<file path="src/rtl/i2c_start_pkg.sv">
package i2c_start_pkg;

    typedef enum logic [2:0] {
        ST_IDLE,
        ST_SETTLE,
        ST_CHECK,
        ST_WAIT_SDA,
        ST_WAIT_SCL
    } st_e;

    typedef struct packed {
        st_e  st;
        logic en;
        logic sda_pull;
        logic scl_pull;
        logic done;
        logic coll;
        logic seen;
    } ctl_t;

endpackage

</file>
<file path="src/rtl/i2c_line_sync.sv">
module i2c_line_sync #(
    parameter int STAGES = 2
) (
    input  logic clk,
    input  logic rst_n,
    input  logic d,
    output logic q
);
    logic [STAGES-1:0] sh_q;
    logic [STAGES-1:0] sh_d;

    generate
        if (STAGES == 1) begin : g_one
            always_comb sh_d = d;
        end else begin : g_many
            always_comb sh_d = {sh_q[STAGES-2:0], d};
        end
    endgenerate

    always_ff @(posedge clk or negedge rst_n) begin
        if (!rst_n) sh_q <= '1;
        else        sh_q <= sh_d;
    end

    assign q = sh_q[STAGES-1];
endmodule

</file>
<file path="src/rtl/i2c_baud_cnt.sv">
module i2c_baud_cnt #(
    parameter int CNT_W = 8
) (
    input  logic             clk,
    input  logic             rst_n,
    input  logic             load,
    input  logic [CNT_W-1:0] load_val,
    input  logic             dec,
    output logic             zero
);
    logic [CNT_W-1:0] cnt_q, cnt_d;

    always_comb begin
        cnt_d = cnt_q;
        if (load)                    cnt_d = load_val;
        else if (dec && cnt_q != '0) cnt_d = cnt_q - 1'b1;
    end

    always_ff @(posedge clk or negedge rst_n) begin
        if (!rst_n) cnt_q <= '0;
        else        cnt_q <= cnt_d;
    end

    assign zero = (cnt_q == '0);


    no_underflow_chk: assert property (@(posedge clk) disable iff (!rst_n)
        (dec && !load && cnt_q == '0) |=> cnt_q == '0);
endmodule

</file>
<file path="src/rtl/i2c_start_fsm.sv">
module i2c_start_fsm
    import i2c_start_pkg::*;
#(
    parameter int CNT_W       = 8,
    parameter int SYNC_STAGES = 2
) (
    input  logic             clk,
    input  logic             rst_n,
    input  logic             start_set,
    input  logic             done_clr,
    input  logic             coll_clr,
    input  logic [CNT_W-1:0] reload,
    input  logic             sda_s,
    input  logic             scl_s,
    input  logic             cnt_zero,
    output logic             cnt_load,
    output logic [CNT_W-1:0] cnt_load_val,
    output logic             cnt_dec,
    output ctl_t             ctl
);
    localparam logic [CNT_W-1:0] SETTLE_LD = CNT_W'(SYNC_STAGES - 1);

    ctl_t q, d;
    logic set_done, set_coll;

    always_comb begin
        d            = q;
        cnt_load     = 1'b0;
        cnt_load_val = reload;
        cnt_dec      = 1'b0;
        set_done     = 1'b0;
        set_coll     = 1'b0;
        case (q.st)
            ST_IDLE: begin
                if (start_set) begin
                    d.en         = 1'b1;
                    d.sda_pull   = 1'b0;
                    d.scl_pull   = 1'b0;
                    d.seen       = 1'b0;
                    cnt_load     = 1'b1;
                    cnt_load_val = SETTLE_LD;
                    d.st         = ST_SETTLE;
                end
            end
            ST_SETTLE: begin
                if (cnt_zero) d.st = ST_CHECK;
                else          cnt_dec = 1'b1;
            end
            ST_CHECK: begin
                if (!sda_s || !scl_s) begin
                    set_coll = 1'b1;
                end else begin
                    cnt_load = 1'b1;
                    d.st     = ST_WAIT_SDA;
                end
            end
            ST_WAIT_SDA: begin
                if (!scl_s && sda_s) begin
                    set_coll = 1'b1;
                end else if (!sda_s || cnt_zero) begin
                    d.sda_pull = 1'b1;
                    cnt_load   = 1'b1;
                    d.st       = ST_WAIT_SCL;
                end else begin
                    cnt_dec = 1'b1;
                end
            end
            ST_WAIT_SCL: begin
                if (cnt_zero) begin
                    d.scl_pull = 1'b1;
                    d.seen     = 1'b1;
                    d.en       = 1'b0;
                    set_done   = 1'b1;
                    d.st       = ST_IDLE;
                end else begin
                    cnt_dec = 1'b1;
                end
            end
            default: d.st = ST_IDLE;
        endcase
        if (set_coll) begin
            d.en       = 1'b0;
            d.sda_pull = 1'b0;
            d.scl_pull = 1'b0;
            d.st       = ST_IDLE;
        end
        d.done = set_done | (q.done & ~done_clr);
        d.coll = set_coll | (q.coll & ~coll_clr);
    end

    always_ff @(posedge clk or negedge rst_n) begin
        if (!rst_n) q <= '{st: ST_IDLE, default: 1'b0};
        else        q <= d;
    end

    assign ctl = q;


    coll_release_chk: assert property (@(posedge clk) disable iff (!rst_n)
        $rose(q.coll) |-> (!q.sda_pull && !q.scl_pull && !q.en));

    scl_after_sda_chk: assert property (@(posedge clk) disable iff (!rst_n)
        $rose(q.scl_pull) |-> (q.sda_pull && q.done && q.seen));

    accept_chk: assert property (@(posedge clk) disable iff (!rst_n)
        (!q.en && start_set) |=> q.en);

    end_flag_chk: assert property (@(posedge clk) disable iff (!rst_n)
        $fell(q.en) |-> (q.done || q.coll));

    done_sticky_chk: assert property (@(posedge clk) disable iff (!rst_n)
        (q.done && !done_clr) |=> q.done);

    coll_sticky_chk: assert property (@(posedge clk) disable iff (!rst_n)
        (q.coll && !coll_clr) |=> q.coll);

    sda_from_wait_chk: assert property (@(posedge clk) disable iff (!rst_n)
        $rose(q.sda_pull) |-> $past(q.st) == ST_WAIT_SDA);
endmodule

</file>
<file path="src/rtl/i2c_start_gen.sv">
module i2c_start_gen
    import i2c_start_pkg::*;
#(
    parameter int CNT_W       = 8,
    parameter int SYNC_STAGES = 2
) (
    input  logic             clk,
    input  logic             rst_n,
    input  logic             start_set,
    input  logic             done_clr,
    input  logic             coll_clr,
    input  logic [CNT_W-1:0] reload,
    input  logic             sda_in,
    input  logic             scl_in,
    output logic             start_en,
    output logic             sda_pull,
    output logic             scl_pull,
    output logic             done_flag,
    output logic             start_seen,
    output logic             coll_flag
);
    logic             sda_s, scl_s;
    logic             cnt_load, cnt_dec, cnt_zero;
    logic [CNT_W-1:0] cnt_load_val;
    ctl_t             ctl;

    i2c_line_sync #(.STAGES(SYNC_STAGES)) u_sda_sync (
        .clk(clk), .rst_n(rst_n), .d(sda_in), .q(sda_s));
    i2c_line_sync #(.STAGES(SYNC_STAGES)) u_scl_sync (
        .clk(clk), .rst_n(rst_n), .d(scl_in), .q(scl_s));

    i2c_baud_cnt #(.CNT_W(CNT_W)) u_cnt (
        .clk(clk), .rst_n(rst_n), .load(cnt_load), .load_val(cnt_load_val),
        .dec(cnt_dec), .zero(cnt_zero));

    i2c_start_fsm #(.CNT_W(CNT_W), .SYNC_STAGES(SYNC_STAGES)) u_fsm (
        .clk(clk), .rst_n(rst_n), .start_set(start_set), .done_clr(done_clr),
        .coll_clr(coll_clr), .reload(reload), .sda_s(sda_s), .scl_s(scl_s),
        .cnt_zero(cnt_zero), .cnt_load(cnt_load), .cnt_load_val(cnt_load_val),
        .cnt_dec(cnt_dec), .ctl(ctl));

    assign start_en   = ctl.en;
    assign sda_pull   = ctl.sda_pull;
    assign scl_pull   = ctl.scl_pull;
    assign done_flag  = ctl.done;
    assign start_seen = ctl.seen;
    assign coll_flag  = ctl.coll;
endmodule

</file>
<file path="config.mk">
export PLATFORM = sky130hd
export DESIGN_NAME = i2c_start_gen
export DESIGN_NICKNAME = d
export VERILOG_FILES = /design/src/rtl/i2c_start_pkg.sv /design/src/rtl/i2c_line_sync.sv /design/src/rtl/i2c_baud_cnt.sv /design/src/rtl/i2c_start_fsm.sv /design/src/rtl/i2c_start_gen.sv
export SDC_FILE = /design/constraint.sdc
export NUM_CORES = 1
export LEC_CHECK = 0
export BUFFER_PORTS_ARGS = -buffer_cell sky130_fd_sc_hd__buf_4
export CELL_PAD_IN_SITES_DETAIL_PLACEMENT = 1
export CELL_PAD_IN_SITES_GLOBAL_PLACEMENT = 2
export CORE_MARGIN = 2
export CORE_UTILIZATION = 34
export DETAILED_ROUTE_END_ITERATION = 12
export PLACE_DENSITY_LB_ADDON = 0.1
export SYNTH_ARGS = -nofsm -noshare
export SYNTH_HDL_FRONTEND = slang
export SYNTH_SLANG_ARGS = --single-unit
</file>
<file path="constraint.sdc">
create_clock -name clk -period 2.07 [get_ports clk]
set_clock_uncertainty 0.1 [all_clocks]
set_input_delay 0.207 -clock clk [delete_from_list [all_inputs] [get_ports clk]]
set_output_delay 0.207 -clock clk [all_outputs]
set_load 0.01 [all_outputs]
</file>
==> flow_metrics.py <==
metrics = {
    "power_and_ir_drop": {
        "pwr_density_cell_mw_per_mm2": 1080,
        "power_leakage_uw": 0.000662,
        "vdd_drop_max_uv": 395,
    },
    "cells_and_area": {
        "most-common-layout-cells": "buf_4, dfrtp_1, nand2_1",
        "multi_input_area_um2": 582,
        "drive_gt1_share_pct": 29.0,
        "antenna_cells": 0,
        "final-seq-area_um2": 531,
        "layout.cells.most_common": "buf_4",
        "fin_nets": 156,
        "stdcell_count": 184,
        "syn_to_final_growth_pct": 24.1,
        "nFillCells": 395,
    },
    "synth": {
        "synthCells": 111,
        "ys_seq_area_share_pct": 45.9,
        "yosys.area.top_type": "dfrtp_1",
        "syn_area_per_cell_um2": 10.4,
        "synth_cell_type_count": 36,
        "synth-async-reset-ratio_pct": 100,
        "synth_ff_type": "dfrtp_1",
        "ys_seq_elements": 21,
        "yosys_warnings": 0,
        "synth_top_area_share_pct": 36.8,
        "syn-num-nets": 128,
        "ys_top_cells_by_area": "dfrtp_1, dfstp_2, mux2i_1, xor2_1, nand2_1",
        "synth_area_mm2": 0.00116,
        "synth-edff-count": 0,
    },
    "sta": {
        "finalHoldViolations": 0,
        "setup_ws_ns": 0.142,
        "rsz0062_at_grt": "no",
        "period_needed_ns": 1.93,
        "final-setup-viol-count": 0,
        "relSlewSlack_pct": 68.1,
        "fmax_mhz": 519,
        "tightest_slew_ns": 0.476,
        "fin_crit_sh_pct": 93.1,
        "setup_tns_ns": 0,
        "drv_slew": 0,
    },
    "die": {
        "rows": 21,
        "die_area_mm2": 0.00388,
        "fp.dieW_um": 62.3,
        "coreArea_mm2": 0.00331,
        "die_h_um": 62.3,
        "io_pins": 21,
        "initial_core_util_pct": 34.9,
    },
    "clock_network": {
        "clk_pin_slew_worst_paths_ns": 0.12,
        "cts_hold_buf": 4,
        "cts_setup_buffers": 0,
        "ctsResizeCount": 0,
        "h-tree-depth": 1,
        "cts-root-buf": "clkbuf_4",
        "insertion_delay_ns": 0.31,
        "cts_tree": "yes",
        "cts.sinks": 21,
        "cts_made_buffers": 3,
        "cts_buffer_depth": 2,
    },
    "drt": {
        "wire_per_inst_um": 13.9,
        "viasPerCell": 4.97,
        "drt_iter0_drc": 26,
        "route.detailed.drc": 0,
        "final_antenna_net_count": 0,
        "via_count": 914,
        "wirelength_mm": 2.55,
        "dr.pass1.iters": 2,
    },
    "grt": {
        "gr-usage-met3_pct": 1.81,
        "grt_pass1_vias": 960,
        "top_usage_layer": "met2",
        "use_met1_pct": 17.8,
        "grt_util_met2_pct": 24.9,
        "grt_start_max_net_pins": 22,
        "grt_use_total_pct": 14.2,
        "gr-total-overflow": 0,
        "antenna_found_initial": 0,
        "grt_pass1_wl_mm": 4.29,
    },
    "critical_path": {
        "end_kind": "register",
        "crit_type": "register to register",
        "cp.required_ns": 2.20,
        "worstPathMaxFanout": 8,
        "startpoint_type": "register",
        "critical_path_arrival_ns": 2.06,
    },
    "place": {
        "dp_slack_ns": 0.140,
        "place_hpwl_mm": 1.92,
        "port_buffers": 20,
        "dp.cells": 176,
        "place_congestion": 0.766,
    },
    "outcome": {
        "status": "finished, final reports clean",
    },
    "worst_hold_path": {
        "hold_class": "primary input to register",
    },
    "run": {
        "drv_cap": 0,
    },
}
==> metal layers <==
metal	vias to the layer above	wire, um
li1	445	-
met1	452	1160
met2	13	1290
met3	4	63
met4	0	38
met5	-	0
==> registers in the layout (all words and copies together) (netlist names) <==
signal           count
u_scl_sync.sh_q      2
u_sda_sync.sh_q      2
u_fsm.ctl            9
u_cnt.cnt_q          8
==> worst max-delay path, stage by stage (launching register included) <==
cell,delay (ns)
dfrtp_1,0.39
inv_1,0.09
ha_1,0.23
and3_4,0.18
a21o_4,0.22
a31oi_4,0.40
mux2i_1,0.24
==> power breakdown <==
| group | leakage [uW] | internal (uW) | total, uW | switching, uW |
|---|---|---|---|---|
| registers | 0.000257 | 519 | 634 | 115 |
| logic | 0.000390 | 331 | 714 | 384 |
| clock network | 0.0000150 | 75.2 | 203 | 127 |
==> Yosys cell counts, types with 2 or more instances <==
library cell and number:
o22ai_1 2, o21ai_0 3, a21oi_1 4, buf_2 2, inv_1 5, nand2b_1 2
ha_1 2, nand2_1 13, dfstp_2 4, nor2_1 7, nor2b_1 2, a21o_1 2
xor2_1 6, dfrtp_1 17, nand4_1 4, xnor2_1 2, nand3_1 4, a32o_1 2
buf_1 2, nor3_1 3, mux2i_1 8
==> through the flow <==
step | power (uW) | utilization, % | cell area, um^2 | hold slack, ns
3_5_place_dp | 1370 | 41.3 | 1370 | 0.0105
4_1_cts | 1580 | 43.3 | 1440 | 0.0163
2_1_floorplan | 1170 | - | 1160 | -0.189
6_report | 1550 | 43.3 | 1440 | 0.0248
3_3_place_gp | 1340 | 41.3 | 1370 | 0.00817
5_1_grt | 1700 | 43.3 | 1440 | 0.0335
==> cell families after synthesis <==
family / share of synthesized area (%)
xor gates and xnor gates: 6.06
AOI/OAI and AO/OA: 14.2
DFF: 45.9
adders and majority gates: 2.16
and+or+nand+nor: 19.0
buffers and inverters: 3.79
muxes: 8.87
==> area by class of cell <==
cell class                      count  share of cell area [%]
Inverter                            5                    1.31
Sequential cell                    21                    37.0
Tap cell                           46                    4.01
Timing Repair Buffer               28                    15.3
Multi-Input combinational cell     80                    40.5
Clock buffer                        4                    1.83
==> final timing paths <==
check	startpoint	end	slack (ns)	depth (start not counted)
min in group asynchronous	rst_n	u_fsm.ctl[7]	0.20	2
min reg2reg	u_scl_sync.sh_q[0]	u_scl_sync.sh_q[1]	0.27	0
max in group asynchronous	rst_n	u_scl_sync.sh_q[0]	1.39	2
max reg2reg	u_cnt.cnt_q[0]	u_cnt.cnt_q[7]	0.14	6
max	u_cnt.cnt_q[0]	u_cnt.cnt_q[7]	0.14	6
min	reload[2]	u_cnt.cnt_q[2]	0.02	3
No activity file was read; power rests on OpenSTA's default activity.
